===== src/rtl/pcd_pkg.sv =====
package pcd_pkg;
   localparam int NREGION     = 5;
   localparam int RS_VGA_IO   = 0;
   localparam int RS_VGA_MEM  = 1;
   localparam int RS_ROM      = 2;
   localparam int RS_REGS     = 3;
   localparam int RS_MEM      = 4;

   typedef logic [NREGION-1:0] region_t;

   localparam logic [5:0] DW_COMMAND = 6'd1;
   localparam logic [5:0] DW_CLASS   = 6'd2;
   localparam logic [5:0] DW_BAR0    = 6'd4;
   localparam logic [5:0] DW_BAR1    = 6'd5;
   localparam logic [5:0] DW_ROM     = 6'd12;

   localparam logic [23:0] CLASS_VGA = 24'h030000;

   function automatic logic cmd_is_io(input logic [3:0] c);
      return (c == 4'h2) || (c == 4'h3);
   endfunction

   function automatic logic cmd_is_mem(input logic [3:0] c);
      return (c == 4'h6) || (c == 4'h7) || (c == 4'hC) ||
             (c == 4'hE) || (c == 4'hF);
   endfunction
endpackage


===== src/rtl/pcd_bar.sv =====
module pcd_bar #(
   parameter int SIZE_LOG2 = 18,
   parameter bit HAS_EN    = 1'b0
) (
   input  logic                  clk,
   input  logic                  rst_n,
   input  logic                  we,
   input  logic [31:0]           wdata,
   output logic [31:SIZE_LOG2]   base_o,
   output logic                  en_o,
   output logic [31:0]           rdata_o
);
   localparam int ZW = SIZE_LOG2 - 1;

   if (SIZE_LOG2 < 4 || SIZE_LOG2 > 30) begin : g_bad_size
      $error("pcd_bar: SIZE_LOG2 must be in 4..30");
   end

   logic [31:SIZE_LOG2] base_q;
   wire unused_low = ^wdata[SIZE_LOG2-1:0];

   always_ff @(posedge clk) begin
      if (!rst_n)  base_q <= '0;
      else if (we) base_q <= wdata[31:SIZE_LOG2];
   end

   if (HAS_EN) begin : g_en
      logic en_q;
      always_ff @(posedge clk) begin
         if (!rst_n)  en_q <= 1'b0;
         else if (we) en_q <= wdata[0];
      end
      assign en_o = en_q;
   end else begin : g_no_en
      assign en_o = 1'b1;
   end

   assign base_o  = base_q;
   assign rdata_o = {base_q, {ZW{1'b0}}, (HAS_EN ? en_o : 1'b0)};
endmodule


===== src/rtl/pcd_region_decode.sv =====
module pcd_region_decode
   import pcd_pkg::*;
#(
   parameter int REG_LOG2 = 18,
   parameter int MEM_LOG2 = 28,
   parameter int ROM_LOG2 = 16
) (
   input  logic [3:0]          cmd,
   input  logic [31:0]         addr,
   input  logic                io_en,
   input  logic                mem_en,
   input  logic                rom_en,
   input  logic [31:REG_LOG2]  reg_base,
   input  logic [31:MEM_LOG2]  mem_base,
   input  logic [31:ROM_LOG2]  rom_base,
   output region_t             sel
);
   localparam logic [31:0] VIO_LO  = 32'h0000_03B0;
   localparam logic [31:0] VIO_HI  = 32'h0000_03DF;
   localparam logic [31:0] VMEM_LO = 32'h000A_0000;
   localparam logic [31:0] VMEM_HI = 32'h000B_FFFF;

   logic io_c, mem_c, in_vio, in_vmem, rom_m, reg_m, mem_m;

   always_comb begin
      io_c    = cmd_is_io(cmd);
      mem_c   = cmd_is_mem(cmd);
      in_vio  = (addr >= VIO_LO)  && (addr <= VIO_HI);
      in_vmem = (addr >= VMEM_LO) && (addr <= VMEM_HI);
      rom_m   = addr[31:ROM_LOG2] == rom_base;
      reg_m   = addr[31:REG_LOG2] == reg_base;
      mem_m   = addr[31:MEM_LOG2] == mem_base;
   end

   always_comb begin
      sel = '0;
      if (io_c && io_en && in_vio) begin
         sel[RS_VGA_IO] = 1'b1;
      end else if (mem_c && mem_en) begin
         if (in_vmem)              sel[RS_VGA_MEM] = 1'b1;
         else if (rom_en && rom_m) sel[RS_ROM]     = 1'b1;
         else if (reg_m)           sel[RS_REGS]    = 1'b1;
         else if (mem_m)           sel[RS_MEM]     = 1'b1;
      end
   end
endmodule


===== src/rtl/pci_claim_decoder.sv =====
module pci_claim_decoder
   import pcd_pkg::*;
#(
   parameter int         REG_LOG2 = 18,
   parameter int         MEM_LOG2 = 28,
   parameter int         ROM_LOG2 = 16,
   parameter logic [7:0] REVISION = 8'h02
) (
   input  logic        clk,
   input  logic        rst_n,
   input  logic        bus_valid,
   input  logic [3:0]  bus_cmd,
   input  logic [31:0] bus_addr,
   input  logic        cfg_we,
   input  logic [5:0]  cfg_idx,
   input  logic [31:0] cfg_wdata,
   output logic [31:0] cfg_rdata,
   output logic        hit,
   output logic [4:0]  region_sel
);
   if (ROM_LOG2 < 11) begin : g_bad_rom
      $error("pci_claim_decoder: ROM window below 2 KB");
   end
   if (REG_LOG2 < 4 || MEM_LOG2 < 4) begin : g_bad_bar
      $error("pci_claim_decoder: memory BAR below 16 bytes");
   end

   logic io_en, mem_en;
   logic [31:REG_LOG2] reg_base;
   logic [31:MEM_LOG2] mem_base;
   logic [31:ROM_LOG2] rom_base;
   logic rom_en, unused_en0, unused_en1;
   logic [31:0] bar0_rd, bar1_rd, rom_rd;
   region_t dec_sel, sel_q;
   logic hit_q;

   always_ff @(posedge clk) begin
      if (!rst_n) begin
         io_en  <= 1'b0;
         mem_en <= 1'b0;
      end else if (cfg_we && cfg_idx == DW_COMMAND) begin
         io_en  <= cfg_wdata[0];
         mem_en <= cfg_wdata[1];
      end
   end

   pcd_bar #(.SIZE_LOG2(REG_LOG2), .HAS_EN(1'b0)) u_bar_regs (
      .clk(clk), .rst_n(rst_n), .we(cfg_we && cfg_idx == DW_BAR0),
      .wdata(cfg_wdata), .base_o(reg_base), .en_o(unused_en0), .rdata_o(bar0_rd));

   pcd_bar #(.SIZE_LOG2(MEM_LOG2), .HAS_EN(1'b0)) u_bar_mem (
      .clk(clk), .rst_n(rst_n), .we(cfg_we && cfg_idx == DW_BAR1),
      .wdata(cfg_wdata), .base_o(mem_base), .en_o(unused_en1), .rdata_o(bar1_rd));

   pcd_bar #(.SIZE_LOG2(ROM_LOG2), .HAS_EN(1'b1)) u_bar_rom (
      .clk(clk), .rst_n(rst_n), .we(cfg_we && cfg_idx == DW_ROM),
      .wdata(cfg_wdata), .base_o(rom_base), .en_o(rom_en), .rdata_o(rom_rd));

   always_comb begin
      case (cfg_idx)
         DW_COMMAND: cfg_rdata = {30'd0, mem_en, io_en};
         DW_CLASS:   cfg_rdata = {CLASS_VGA, REVISION};
         DW_BAR0:    cfg_rdata = bar0_rd;
         DW_BAR1:    cfg_rdata = bar1_rd;
         DW_ROM:     cfg_rdata = rom_rd;
         default:    cfg_rdata = 32'd0;
      endcase
   end

   pcd_region_decode #(.REG_LOG2(REG_LOG2), .MEM_LOG2(MEM_LOG2), .ROM_LOG2(ROM_LOG2)) u_dec (
      .cmd(bus_cmd), .addr(bus_addr), .io_en(io_en), .mem_en(mem_en), .rom_en(rom_en),
      .reg_base(reg_base), .mem_base(mem_base), .rom_base(rom_base), .sel(dec_sel));

   always_ff @(posedge clk) begin
      if (!rst_n) begin
         sel_q <= '0;
         hit_q <= 1'b0;
      end else begin
         sel_q <= bus_valid ? dec_sel : '0;
         hit_q <= bus_valid && (dec_sel != '0);
      end
   end

   assign hit        = hit_q;
   assign region_sel = sel_q;

   AST_SEL_ONEHOT: assert property (@(posedge clk) disable iff (!rst_n)
      $onehot0(region_sel));
   AST_IDLE_QUIET: assert property (@(posedge clk) disable iff (!rst_n)
      !bus_valid |=> (!hit && region_sel == '0));
   AST_HIT_AGREES: assert property (@(posedge clk) disable iff (!rst_n)
      hit == (region_sel != '0));
   AST_IO_GATED: assert property (@(posedge clk) disable iff (!rst_n)
      (bus_valid && !io_en) |=> !region_sel[RS_VGA_IO]);
   AST_MEM_GATED: assert property (@(posedge clk) disable iff (!rst_n)
      (bus_valid && !mem_en) |=> (region_sel[4:1] == 4'd0));
   AST_ROM_GATED: assert property (@(posedge clk) disable iff (!rst_n)
      (bus_valid && !rom_en) |=> !region_sel[RS_ROM]);
   AST_CMD_CLASS: assert property (@(posedge clk) disable iff (!rst_n)
      (bus_valid && !cmd_is_io(bus_cmd) && !cmd_is_mem(bus_cmd)) |=> !hit);
endmodule


===== config.mk =====
export PLATFORM = sky130hd
export DESIGN_NAME = pci_claim_decoder
export DESIGN_NICKNAME = d
export VERILOG_FILES = /design/src/rtl/pcd_pkg.sv /design/src/rtl/pcd_bar.sv /design/src/rtl/pcd_region_decode.sv /design/src/rtl/pci_claim_decoder.sv
export SDC_FILE = /design/constraint.sdc
export NUM_CORES = 1
export LEC_CHECK = 0
export BUFFER_PORTS_ARGS = -buffer_cell sky130_fd_sc_hd__buf_2
export CAP_MARGIN = 20
export CORE_ASPECT_RATIO = 0.8
export CORE_MARGIN = 1.5
export CORE_UTILIZATION = 47
export CTS_CLUSTER_DIAMETER = 40
export DETAILED_ROUTE_END_ITERATION = 8
export GPL_ROUTABILITY_DRIVEN = 0
export PLACE_DENSITY = 0.8
export SLEW_MARGIN = 20
export SYNTH_ARGS = -nofsm -noshare
export SYNTH_HDL_FRONTEND = slang
export SYNTH_SLANG_ARGS = --single-unit

===== constraint.sdc =====
create_clock -name clk -period 1.91 [get_ports clk]
set_input_delay 0.0955 -clock clk [delete_from_list [all_inputs] [get_ports clk]]
set_output_delay 0.0955 -clock clk [all_outputs]
set_load 0.03 [all_outputs]

==> results_dict.tcl <==
set metrics [dict create \
    cp_data_required_time_ns 2.14 \
    timing.slew.headroom 0.576 \
    clock_latency_ns 0.29 \
    tightest_slew_ns 0.636 \
    rsz0062_at_grt "false" \
    whs_ns 0.0458 \
    clockRootBuffer "clkbuf_8" \
    cts_sinks 43 \
    hp-class "input port to flop" \
    post_dp_cell_area_um2 2980 \
    skew_ns 0.00476 \
    ys_types 41 \
    setup_violations 0 \
    power.leakage_nw 1.30 \
    area_growth_pct 20.2 \
    cp-start-kind "flop" \
    syn_avg_cell_area_um2 8.14 \
    hold_violations 0 \
    yosysWarnings 0 \
    routed_wl_um 6840 \
    routedWlPerCell_um 14.9 \
    cts.path.max_buffers 2 \
    crit_type "flop to flop" \
    drv_cap 0 \
    drt_iter0_markers 201 \
    crit_fanout 4 \
    period_share 0.815 \
    crit_path_end_kind "flop" \
    start_util 0.498 \
    fin_total_pwr_mw 1.71 \
    final_nets 475 \
    layout_commonest_cell "buf_2" \
    violations "design-rule violations" \
    ys_ff_latch 43 \
    firstDrtPassIters 7 \
    post_cts_buffers 0 \
    fp.dieH_um 68.9 \
    num_io_pins 116 \
    postCtsHoldBufs 0 \
    powerDensity_nw_per_um2 558 \
    place.detailed.hpwl_um 5170 \
    num_antenna_cells 0 \
    fp.dieW_um 85.3 \
    post_cts_resized 0 \
    final_area_um2 3060 \
    cts_tree "done" \
    slew_viol_final 0 \
    cts_made_buffers 5 \
    clk_pin_slew_ns 0.08 \
    fmaxAchievable_ghz 0.643 \
    seq_area_frac_synth 0.338 \
    fin_crit_ns 1.56 \
    worst_ep_arrival_time_ns 1.78 \
    grt_pass1_wl_um 10900 \
    synth-edff-count 0 \
    ys.flop_type "dfxtp_1" \
    core.rowCount 23 \
    ir_drop_mv 0.433 \
    drive_above_1_share 0.269 \
    groute.usage.overall 0.240 \
    grt_pass1_vias 2311 \
    layout_common_cells "buf_2, nand2_1, dfxtp_1" \
    grt_max_degree 38 \
    syn_inst 313 \
    design.die.area_um2 5880 \
    core_um2 5120 \
    htreeDepth 2 \
    antenna_found_initial 0 \
    vias 2423 \
    utilization 0.598 \
    syn-cell-area_um2 2550 \
    vias_per_cell 5.27 \
    status "complete, but fails checks" \
    synthArstFlopShare 0 \
    grt_overflow_total 0 \
    port_buffers 83 \
    ant_nets 0 \
    setup_tns_ns 0 \
    route.detailed.drc 9 \
]
-- synth_stat cells (2+ instances only) --
master / count / area [µm²]
or4_1: 2 / 15.0
nand3_1: 9 / 45.0
xor2_1: 18 / 158
nor4_1: 7 / 43.8
nor4b_1: 2 / 17.5
xnor2_1: 16 / 140
and3_1: 3 / 18.8
mux2i_1: 15 / 150
nand4_1: 7 / 43.8
nor2_1: 18 / 67.6
inv_1: 3 / 11.3
buf_2: 2 / 10.0
a21boi_1: 10 / 75.1
a21oi_1: 2 / 10.0
nor3_1: 2 / 10.0
a21boi_0: 27 / 203
o21ai_0: 5 / 25.0
clkbuf_1: 8 / 30.0
buf_4: 16 / 120
dfxtp_1: 43 / 861
nand2_1: 78 / 293
-- worst paths after layout --
check	from	endpoint	slack, ns	cells past startpoint
setup / recovery	u_bar_rom.base_o[23]$_SDFFE_PN0P_	hit$_SDFF_PN0_	0.35	7
hold / removal	cfg_wdata[21]	u_bar_regs.base_o[21]$_SDFFE_PN0P_	0.05	3
setup reg to reg	u_bar_rom.base_o[23]$_SDFFE_PN0P_	hit$_SDFF_PN0_	0.35	7
hold reg to reg	mem_en$_SDFFE_PN0P_	mem_en$_SDFFE_PN0P_	0.48	2
-- layout make-up --
| type | instances | area [µm²] |
|---|---|---|
| fillers | 498 | 2060 |
| multi-input cells | 252 | 1550 |
| repair buffers | 92 | 483 |
| clock inverters | 1 | 5.00 |
| flip-flops and latches | 43 | 861 |
| inverters | 3 | 11.3 |
| clock buffers | 7 | 76.3 |
| well taps | 62 | 77.6 |
-- routing by layer --
layer  vias to the layer above  share of wire  GRT usage
met5                         -              0          0
met4                         0          0.011     0.0625
met3                        11          0.080     0.0440
met2                       100           0.46      0.418
met1                      1117           0.45      0.314
li1                       1195              -          -
-- cells by family after synthesis --
kind of cell              Yosys count  synth area share
DFF                                43             0.338
buffers and inverters              31            0.0731
other                               1           0.00147
muxes                              15            0.0589
AOI/OAI and AO/OA                  47             0.132
xor gates and xnor gates           34             0.117
and+or+nand+nor                   142             0.280
-- state kept, by name, indices dropped and copies added, names as in the netlist --
signal	flops
u_bar_rom.base_o	16
hit	1
u_bar_rom.en_o	1
mem_en	1
region_sel	5
u_bar_regs.base_o	14
io_en	1
u_bar_mem.base_o	4
-- metrics by stage --
| stage | worst slack, ns | instances |
|---|---|---|
| after floorplan | 0.134 | 326 |
| after global placement | 0.278 | 452 |
| after detailed placement | 0.214 | 452 |
| after CTS | 0.386 | 460 |
| after global routing | 0.250 | 460 |
| final | 0.354 | 460 |
-- worst max-delay path, cell delays in order, from the launching register on --
cell and delay (ns):
dfxtp_1 0.34, xor2_1 0.17, nor4_1 0.30, nand4_1 0.13
nor4_1 0.21, buf_4 0.18, nor2_1 0.05, o21bai_1 0.11
-- where the power goes --
group          switching, mW  leakage (nW)  internal [mW]
sequential           0.00305         0.346          0.899
combinational          0.146         0.908         0.0960
clock                  0.309        0.0422          0.257
total                  0.457          1.30           1.25
Note: power is estimated with default switching activity, not from simulation.
